`config.mk`:
```
export PLATFORM = sky130hd
export DESIGN_NAME = fp_class_compare
export DESIGN_NICKNAME = d
export VERILOG_FILES = /design/src/rtl/fpcmp_pkg.sv /design/src/rtl/fpcmp_classify.sv /design/src/rtl/fpcmp_ctrl.sv /design/src/rtl/fpcmp_magdp.sv /design/src/rtl/fp_class_compare.sv
export SDC_FILE = /design/constraint.sdc
export NUM_CORES = 1
export LEC_CHECK = 0
export ABC_AREA = 0
export BUFFER_PORTS_ARGS = -buffer_cell sky130_fd_sc_hd__buf_4
export CORE_MARGIN = 10
export CORE_UTILIZATION = 40
export DETAILED_ROUTE_END_ITERATION = 8
export PLACE_DENSITY = 0.76
export RECOVER_POWER = 25
export SYNTH_ARGS = -nofsm -noshare
export SYNTH_HDL_FRONTEND = slang
export SYNTH_SLANG_ARGS = --single-unit
```
`constraint.sdc`:
```
create_clock -name vclk -period 4
set_input_delay 0.4 -clock vclk [all_inputs]
set_output_delay 0.4 -clock vclk [all_outputs]
set_load 0.005 [all_outputs]
```
`src/rtl/fpcmp_pkg.sv`:
```
package fpcmp_pkg;

  localparam int CLASS_W   = 5;
  localparam int CLS_ZERO  = 0;
  localparam int CLS_SUB   = 1;
  localparam int CLS_NORM  = 2;
  localparam int CLS_INF   = 3;
  localparam int CLS_NAN   = 4;

  // Strobes from the ordering control into the magnitude datapath.
  typedef struct packed {
    logic unord;     // a not-a-number operand is present
    logic bothZero;  // both operands are zeros of any sign
    logic signSplit; // operand signs differ
    logic aNeg;      // sign of operand A
    logic flip;      // both negative: invert magnitude sense
  } ordStrobeT;

endpackage

```
`src/rtl/fpcmp_classify.sv`:
```
module fpcmp_classify #(
  parameter int EXP_W = 8,
  parameter int MAN_W = 23
) (
  input  logic [EXP_W+MAN_W:0]            word,
  output logic [fpcmp_pkg::CLASS_W-1:0]   cls
);
  import fpcmp_pkg::*;

  localparam int EXP_LO = MAN_W;
  localparam int EXP_HI = MAN_W + EXP_W - 1;

  logic [EXP_W-1:0] expField;
  logic [MAN_W-1:0] manField;
  logic             expAllOne;
  logic             expAllZero;
  logic             manZero;

  always_comb begin
    expField   = word[EXP_HI:EXP_LO];
    manField   = word[MAN_W-1:0];
    expAllOne  = &expField;
    expAllZero = ~|expField;
    manZero    = ~|manField;
    cls             = '0;
    cls[CLS_ZERO]   = expAllZero & manZero;
    cls[CLS_SUB]    = expAllZero & ~manZero;
    cls[CLS_NORM]   = ~expAllZero & ~expAllOne;
    cls[CLS_INF]    = expAllOne & manZero;
    cls[CLS_NAN]    = expAllOne & ~manZero;
  end

  always_comb begin
    p_class_onehot_r1: assert ($onehot(cls))
      else $error("class code not one-hot");
    p_special_exp_r6: assert (!(cls[CLS_NAN] || cls[CLS_INF]) || (word[EXP_HI:EXP_LO] == '1))
      else $error("special class without reserved exponent");
  end

endmodule

```
`src/rtl/fpcmp_ctrl.sv`:
```
module fpcmp_ctrl (
  input  logic [fpcmp_pkg::CLASS_W-1:0] clsA,
  input  logic [fpcmp_pkg::CLASS_W-1:0] clsB,
  input  logic                          signA,
  input  logic                          signB,
  output fpcmp_pkg::ordStrobeT          strobe
);
  import fpcmp_pkg::*;

  always_comb begin
    strobe.unord     = clsA[CLS_NAN] | clsB[CLS_NAN];
    strobe.bothZero  = clsA[CLS_ZERO] & clsB[CLS_ZERO];
    strobe.signSplit = signA ^ signB;
    strobe.aNeg      = signA;
    strobe.flip      = signA & signB;
  end

  always_comb begin
    p_strobe_excl_r11: assert (!(strobe.flip && strobe.signSplit))
      else $error("flip and sign split together");
    p_zero_not_nan_r12: assert (!(strobe.bothZero && strobe.unord))
      else $error("zero pair flagged unordered");
  end

endmodule

```
`src/rtl/fpcmp_magdp.sv`:
```
module fpcmp_magdp #(
  parameter int EXP_W = 8,
  parameter int MAN_W = 23
) (
  input  logic [EXP_W+MAN_W:0]   opA,
  input  logic [EXP_W+MAN_W:0]   opB,
  input  fpcmp_pkg::ordStrobeT   strobe,
  output logic                   lessThan,
  output logic                   equalTo,
  output logic                   greaterThan
);
  localparam int EXP_LO = MAN_W;
  localparam int EXP_HI = MAN_W + EXP_W - 1;

  logic [EXP_W-1:0] expA, expB;
  logic [MAN_W-1:0] manA, manB;
  logic expGt, expEq, manGt, manEq;
  logic magGt, magEq, magLt;

  always_comb begin
    expA  = opA[EXP_HI:EXP_LO];
    expB  = opB[EXP_HI:EXP_LO];
    manA  = opA[MAN_W-1:0];
    manB  = opB[MAN_W-1:0];
    expGt = expA > expB;
    expEq = expA == expB;
    manGt = manA > manB;
    manEq = manA == manB;
    magGt = expGt | (expEq & manGt);
    magEq = expEq & manEq;
    magLt = ~magGt & ~magEq;
  end

  always_comb begin
    lessThan    = 1'b0;
    equalTo     = 1'b0;
    greaterThan = 1'b0;
    if (strobe.unord) begin
      lessThan = 1'b0;
    end else if (strobe.bothZero) begin
      equalTo = 1'b1;
    end else if (strobe.signSplit) begin
      lessThan    = strobe.aNeg;
      greaterThan = ~strobe.aNeg;
    end else if (strobe.flip) begin
      lessThan    = magGt;
      equalTo     = magEq;
      greaterThan = magLt;
    end else begin
      lessThan    = magLt;
      equalTo     = magEq;
      greaterThan = magGt;
    end
  end

  always_comb begin
    p_unord_quiet_r7: assert (!strobe.unord || !(lessThan || equalTo || greaterThan))
      else $error("ordering output raised on unordered pair");
    p_one_result_r13: assert (strobe.unord || $onehot({lessThan, equalTo, greaterThan}))
      else $error("ordered pair without exactly one result");
    p_eq_identity_r13: assert (!equalTo || strobe.bothZero || (opA == opB))
      else $error("equal reported for distinct non-zero words");
    p_split_sign_r8: assert (!(strobe.signSplit && !strobe.unord && !strobe.bothZero)
                             || (lessThan == opA[EXP_W+MAN_W]))
      else $error("sign split ordering wrong");
  end

endmodule

```
`src/rtl/fp_class_compare.sv`:
```
module fp_class_compare #(
  parameter int EXP_W = 8,
  parameter int MAN_W = 23
) (
  input  logic [EXP_W+MAN_W:0]            opA,
  input  logic [EXP_W+MAN_W:0]            opB,
  output logic [fpcmp_pkg::CLASS_W-1:0]   classA,
  output logic [fpcmp_pkg::CLASS_W-1:0]   classB,
  output logic                            lessThan,
  output logic                            equalTo,
  output logic                            greaterThan,
  output logic                            unordered
);
  import fpcmp_pkg::*;

  localparam int WORD_W  = EXP_W + MAN_W + 1;
  localparam int SIGN_IX = WORD_W - 1;
  localparam int N_OPS   = 2;

  logic [WORD_W-1:0]  opArr  [N_OPS];
  logic [CLASS_W-1:0] clsArr [N_OPS];
  ordStrobeT          strobe;

  assign opArr[0] = opA;
  assign opArr[1] = opB;

  for (genvar i = 0; i < N_OPS; i++) begin : g_cls
    fpcmp_classify #(.EXP_W(EXP_W), .MAN_W(MAN_W)) u_cls (
      .word (opArr[i]),
      .cls  (clsArr[i])
    );
  end

  fpcmp_ctrl u_ctrl (
    .clsA   (clsArr[0]),
    .clsB   (clsArr[1]),
    .signA  (opA[SIGN_IX]),
    .signB  (opB[SIGN_IX]),
    .strobe (strobe)
  );

  fpcmp_magdp #(.EXP_W(EXP_W), .MAN_W(MAN_W)) u_dp (
    .opA         (opA),
    .opB         (opB),
    .strobe      (strobe),
    .lessThan    (lessThan),
    .equalTo     (equalTo),
    .greaterThan (greaterThan)
  );

  assign classA    = clsArr[0];
  assign classB    = clsArr[1];
  assign unordered = strobe.unord;

endmodule

```
==> out/results.ini, run 1 <==
[power_and_ir_drop]
p_leak_nw = 0.987
power_density_nw_per_um2 = 84.6
p_seq_frac = 0
p_comb_frac = 1.000
intPower_mw = 0.0829
p_sw_mw = 0.0713
netSwitchingFraction = 0.462
vdd_drop_max_uv = 42.5
total_power_mw = 0.154
clkPwrFrac = 0

[finish]
nFlopsAndLatches = 0
finalNetCount = 343
multiInputGateArea_um2 = 1080
area_delta_synth_final_pct = 51.4
nClkBuffers = 0
fillers = 284
drive_above_1_share = 0.371
final_util = 0.649
num_antenna_cells = 0
seqCellArea_um2 = 0

[cts]
post_cts_resize_count = 0
post_cts_buffers = 0
cts_hold_buffers = 0

[grt]
grt_first_pass_wirelength_um = 7040
antenna_found_initial = 0
grt_usage = 0.150
grt_max_degree = 5
grt_overflow_total = 0
grt_pass1_vias = 1589

[setup_path]
critPathKind = input pin to output port
crit_top_cell = buf_4
crit_chain = buf_4 > inv_1 > ha_1 > nand4_1 > nor4_4 > o31a_1 > nor4_1 > nor4_2 > a31o_1 > buf_4
worstPathRequired_ns = 3.60
cp_top_family = simple AND/OR/NAND/NOR gates
cp.arrival_ns = 2.32
cpMaxStageDelayCell = nor4_4
worstPathMaxFanout = 3
cpPeakStageDelay_ns = 0.37
cp-start-kind = input pin
cp-end-kind = output port
crit_buf_inv = 3

[floorplan]
coreArea_um2 = 2810
rows = 19
die_area_um2 = 5600
pin_count = 78
fp.dieH_um = 74.9
start_util = 0.429
fp.dieW_um = 74.9

[detailed_routing]
ant_nets = 0
vias = 1487
drc = 0
drt_iter0_markers = 72
wl_per_cell_um = 15.5
drt_wl_total_um = 4270
dr.pass1.iters = 4
viasPerCell = 5.39

[synth]
ys_types = 33
synthCells = 167
netlist_top_cells_area = ha_1 (33%), inv_1 (10%), nor4_1 (6.2%), a21oi_1 (5.4%), nor4_2 (5.2%)
syn_avg_cell_area_um2 = 7.21
synth_top_area_share = 0.333
yosysWarnings = 0
syn_nets = 263
netlist_area_um2 = 1200
yosysSeqAreaShare = 0
synth_top_area_cell = ha_1
yosys-top-cells-count = ha_1 (32), inv_1 (32), a21oi_1 (13)

[sta]
setup_tns_ns = 0
min_period_ns = 2.72
relSlewSlack = 0.730
layout_setup_ws_ns = 1.28
slew_viol_final = 0
setup_viol = 0
whs_ns = 1.11
max_freq_ghz = 0.368
finalHoldViolCount = 0
tightest_slew_ns = 0.402
rsz0062_at_grt = false
fin_crit_sh = 0.680

[hold_path]
hold_class = input pin to output port

[place]
place_ws_ns = 1.30
portBuffers = 78
gp_congestion = 0.846
place_hpwl_um = 4060

[job]
maxCapViolCount = 0

[outcome]
status = complete, no violations

[power groups by stage]
stage / combinational [mW] / sequential [mW] / clock (mW)
2_1_floorplan: 0.0691 / 0 / 0
3_3_place_gp: 0.152 / 0 / 0
3_5_place_dp: 0.154 / 0 / 0
4_1_cts: 0.155 / 0 / 0
5_1_grt: 0.176 / 0 / 0
6_report: 0.154 / 0 / 0
[per-layer routing]
layer,GRT usage,share of wire,vias to the layer above
li1,-,-,789
met1,0.185,0.45,654
met2,0.273,0.48,44
met3,0.0342,0.073,0
met4,0,0,0
met5,0,0,-
[cell type report]
| class | count | share of cell area |
|---|---|---|
| timing repair buffer | 78 | 0.321 |
| inverter | 32 | 0.0659 |
| tap | 31 | 0.0213 |
| multi-input combinational | 135 | 0.591 |
[final timing paths]
| kind | start | depth (start not counted) | slack [ns] | endpoint |
|---|---|---|---|---|
| worst min-delay path | opA[31] | 4 | 1.11 | lessThan |
| worst max-delay path | opB[18] | 10 | 1.28 | greaterThan |
[layout by cell type, fill, tap and decap left out, drive strengths merged, types with 3 or more instances in the layout]
cell	netlist	final
o21a	3	3
o21ai	6	6
nor4	19	19
nand3	4	4
nor2	12	12
nand4	11	11
inv	32	32
ha	32	32
a21oi	13	13
nor3	6	6
buf	0	76
nand2	9	9
[cell families after synthesis]
kind of cell             Yosys count  synth area share
AO/OA/AOI/OAI                     34             0.186
adder cells (fa/ha/maj)           32             0.333
buffers and inverters             32            0.0998
AND/OR/NAND/NOR                   69             0.382
[metrics by stage]
stage | std cells | cell area, µm²
final | 276 | 1820
after global routing | 276 | 1820
after CTS | 276 | 1830
after detailed placement | 276 | 1830
after global placement | 276 | 1830
after floorplan | 167 | 1200
(Power assumes the default switching activity.)
==> run 2, diff against run 1 <==
Clock period 4 ns to 2.75 ns, I/O delays scaled along.
==> out/results.ini, run 2 (same netlist as run 1, synthesis figures left out) <==
[finish]
final_area_um2 = 1820
seqCellArea_um2 = 0
stdcell_count = 276
nFlopsAndLatches = 0
fillers = 267
area_delta_synth_final_pct = 51.4
layout_commonest_cell = buf_4
final_util = 0.649
finalNetCount = 343
most-common-layout-cells = buf_4 (76), inv_1 (32), ha_1 (32), a21oi_1 (13)
drive_above_1_share = 0.371
nClkBuffers = 0
multiInputGateArea_um2 = 1080
num_antenna_cells = 0

[sta]
min_period_ns = 2.49
setup_tns_ns = 0
setup_viol = 0
relSlewSlack = 0.737
slew_viol_final = 0
max_freq_ghz = 0.401
rsz0062_at_grt = false
finalHoldViolCount = 0
whs_ns = 0.862
tightest_slew_ns = 0.391
fin_crit_sh = 0.906

[floorplan]
rows = 19
start_util = 0.429
die_area_um2 = 5600
pin_count = 78
fp.dieW_um = 74.9
fp.dieH_um = 74.9
coreArea_um2 = 2810

[power_and_ir_drop]
power_density_nw_per_um2 = 123
p_seq_frac = 0
netSwitchingFraction = 0.460
p_comb_frac = 1.000
p_leak_nw = 0.987
p_sw_mw = 0.103
intPower_mw = 0.121
vdd_drop_max_uv = 64.0
clkPwrFrac = 0

[grt]
grt_usage = 0.149
antenna_found_initial = 0
grt_first_pass_wirelength_um = 6930
grt_overflow_total = 0
grt_pass1_vias = 1572
grt_max_degree = 5

[detailed_routing]
ant_nets = 0
drt_wl_total_um = 4250
wl_per_cell_um = 15.4
viasPerCell = 5.40
vias = 1490
drt_iter0_markers = 45
drc = 0
dr.pass1.iters = 4

[setup_path]
cpPeakStageDelay_ns = 0.39
cp-end-kind = output port
cpMaxStageDelayCell = nor4_4
crit_chain = buf_4 > ha_1 > nand4_2 > nor4_4 > o31a_1 > nor4_1 > nor4_2 > a31o_1 > buf_4
cp.arrival_ns = 2.22
cp-start-kind = input pin
worstPathRequired_ns = 2.48
worstPathMaxFanout = 4
crit_top_cell = buf_4
critPathKind = input pin to output port

[place]
portBuffers = 78
dp.cells = 276
gp_congestion = 0.846
place_hpwl_um = 4040
dpl_cell_area_um2 = 1830

[hold_path]
hold_class = input pin to output port
worstHoldStart = opA[31]
worstHoldPathCells = 4
hold_end = lessThan

[job]
maxCapViolCount = 0

[cts]
cts_hold_buffers = 0
post_cts_resize_count = 0
post_cts_buffers = 0

[outcome]
status = complete, no violations

[run 2: cell counts in the layout (fill, tap and decap cells not counted)]
Identical to the previous run, type by type.
[run 2: cell type report]
cell class                 instances  share of cell area
multi-input combinational        135               0.591
timing repair buffer              78               0.321
inverter                          32              0.0659
tap                               31              0.0213
[run 2: per-stage QoR]
step / setup slack [ns] / total power, mW
after floorplan: 0.703 / 0.100
after global placement: 0.335 / 0.221
after detailed placement: 0.281 / 0.224
after CTS: 0.267 / 0.225
after global routing: 0.120 / 0.254
final: 0.258 / 0.223
[run 2: worst max-delay path by stage]
stage	start	endpoint	slack, ns	cells after the start
detailed placement	opB[18]	greaterThan	0.28	10
CTS	opB[18]	greaterThan	0.27	10
floorplan	opB[29]	greaterThan	0.70	8
global placement	opB[18]	greaterThan	0.33	10
finish	opA[21]	greaterThan	0.26	9
global route	opB[18]	greaterThan	0.12	10
[run 2: worst max-delay path, delay by kind of cell]
family | cells | cell delay, ns
compound gates | 2 | 0.44
fa+ha+maj | 1 | 0.32
buf+inv | 2 | 0.23
simple gates | 4 | 0.95
[run 2: per-layer routing]
layer  share of wire  up-vias  global-route usage
li1                -      792                   -
met1            0.45      654               0.179
met2            0.47       42               0.271
met3           0.073        2              0.0368
met4          0.0047        0             0.00630
met5               0        -                   0
[run 2: power by group through the flow]
stage	Clock, mW	Combinational (mW)	Sequential, mW
final	0	0.223	0
after global routing	0	0.254	0
after CTS	0	0.225	0
after detailed placement	0	0.224	0
after global placement	0	0.221	0
after floorplan	0	0.100	0
==> run 3, diff against run 2 <==
Settings changed: ABC_AREA 0 to 1, PLACE_DENSITY 0.76 to 0.74, SETUP_SLACK_MARGIN set to 0.4.
==> out/results.ini, run 3 <==
[place]
portBuffers = 78
gp_congestion = 0.772
dp.cells = 362
place_hpwl_um = 3900
place_ws_ns = 0.694

[hold_path]
worstHoldPathCells = 5
hold_class = input pin to output port

[finish]
nClkBuffers = 0
nFlopsAndLatches = 0
layout_commonest_cell = buf_4
num_antenna_cells = 0
drive_above_1_share = 0.354
final_util = 0.606
area_delta_synth_final_pct = 46.0
fillers = 347
seqCellArea_um2 = 0
most-common-layout-cells = buf_4 (76), nand2_1 (55), inv_1 (50), ha_1 (32), nor2_1 (30)
stdcell_count = 362
finalNetCount = 414

[floorplan]
die_area_um2 = 6210
pin_count = 78
fp.dieH_um = 78.8
rows = 21
fp.dieW_um = 78.8
start_util = 0.415
coreArea_um2 = 3340

[synth]
ys_types = 22
yosysSeqAreaShare = 0
yosysWarnings = 0
synthCells = 238
yosysMostFrequentCell = nand2_1
netlist_area_um2 = 1380
synth_top_area_share = 0.289
netlist_top_cells_area = ha_1 (29%), nand2_1 (15%), inv_1 (14%), nor2_1 (8.1%), nand2_2 (5.4%)
synth_top_area_cell = ha_1
syn_nets = 334
yosys-top-cells-count = nand2_1 (55), inv_1 (50), ha_1 (32)
syn_avg_cell_area_um2 = 5.81

[sta]
finalHoldViolCount = 0
slew_viol_final = 0
tightest_slew_ns = 0.380
setup_viol = 0
setup_tns_ns = 0
max_freq_ghz = 0.490
fin_crit_sh = 0.742
min_period_ns = 2.04
relSlewSlack = 0.745
rsz0062_at_grt = false
layout_setup_ws_ns = 0.710

[setup_path]
worstPathMaxFanout = 2
crit_chain = buf_4 > inv_1 > ha_1 > nand2_1 > nor2_2 > nand3_1 > nor2_1 > nand2_1 > nand3_2 > nand3_1 > nand3_1 > nand2_1 > nor2_2 > buf_4
worstPathRequired_ns = 2.48
cp-start-kind = input pin
critPathKind = input pin to output port
cpMaxStageDelayCell = ha_1
cp.arrival_ns = 1.77
cp-end-kind = output port
cpPeakStageDelay_ns = 0.29

[detailed_routing]
wl_met1_um = 1710
viasPerCell = 4.54
drc = 0
top_layer_used = met4
route.met2.wl_um = 2090
dr.pass1.iters = 4
wl_met3_um = 277
wl_per_cell_um = 11.3
drt_iter0_markers = 36
vias = 1642
drt_wl_total_um = 4100
ant_nets = 0

[grt]
antenna_found_initial = 0
grt_usage = 0.122
grt_overflow_total = 0
grt_max_degree = 5
grt_first_pass_wirelength_um = 6730
grt_pass1_vias = 1673

[power_and_ir_drop]
vdd_drop_max_uv = 59.1
p_seq_frac = 0
intPower_mw = 0.128
p_comb_frac = 1.000
p_sw_mw = 0.123
netSwitchingFraction = 0.490
power_density_nw_per_um2 = 124
clkPwrFrac = 0
p_leak_nw = 1.21

[cts]
cts_hold_buffers = 0
post_cts_resize_count = 0
post_cts_buffers = 0

[job]
maxCapViolCount = 0

[outcome]
status = complete, no violations

==> run 3: changes by cell type in the layout (fill, tap and decap cells not counted), sizes merged, moves of 2 or more <==
cell,delta
nand2,+59
nor2,+28
inv,+23
nor4,-12
o21ai,-6
nand3,+4
nor3,-4
nand4,-3
o21a,-3
a211oi,-2
and4,-2
o31a,-2
==> run 3: cell families after synthesis <==
logic type | synth area share
buffers and inverters | 0.152
and+or+nand+nor | 0.499
adders and majority gates | 0.289
AOI/OAI and AO/OA | 0.0597
==> run 3: layout make-up <==
cell class         instances  area [µm²]  share of cell area
inverters                 56         210               0.104
multi-input cells        182        1170               0.578
well taps                 46        57.6              0.0285
repair buffers            78         586               0.290
==> run 3: path summary, 6_finish.rpt <==
check / start / endpoint / slack, ns
worst min-delay path: opA[31] / greaterThan / 0.93
worst max-delay path: opB[18] / lessThan / 0.71
==> run 3: layer usage <==
metal,track usage,vias up
met2,0.242,47
li1,-,905
met3,0.0259,2
met5,0,-
met1,0.134,688
met4,0.00717,0
==> run 3: through the flow <==
stage,area [µm²],hold slack (ns),total power [mW]
final,2020,0.926,0.251
after global routing,2020,0.965,0.289
after CTS,2030,0.928,0.255
after detailed placement,2030,0.927,0.253
after global placement,2030,0.926,0.247
after floorplan,1380,0.686,0.136
==> run 3: power by group through the flow <==
stage	clock (mW)	sequential, mW	combinational, mW
3_5_place_dp	0	0	0.253
4_1_cts	0	0	0.255
6_report	0	0	0.251
5_1_grt	0	0	0.289
3_3_place_gp	0	0	0.247
2_1_floorplan	0	0	0.136
==> run 3: worst max-delay path, delay by kind of cell <==
kind	cells	cell delay (ns)
simple gates	10	0.98
buf+inv	3	0.23
fa+ha+maj	1	0.29
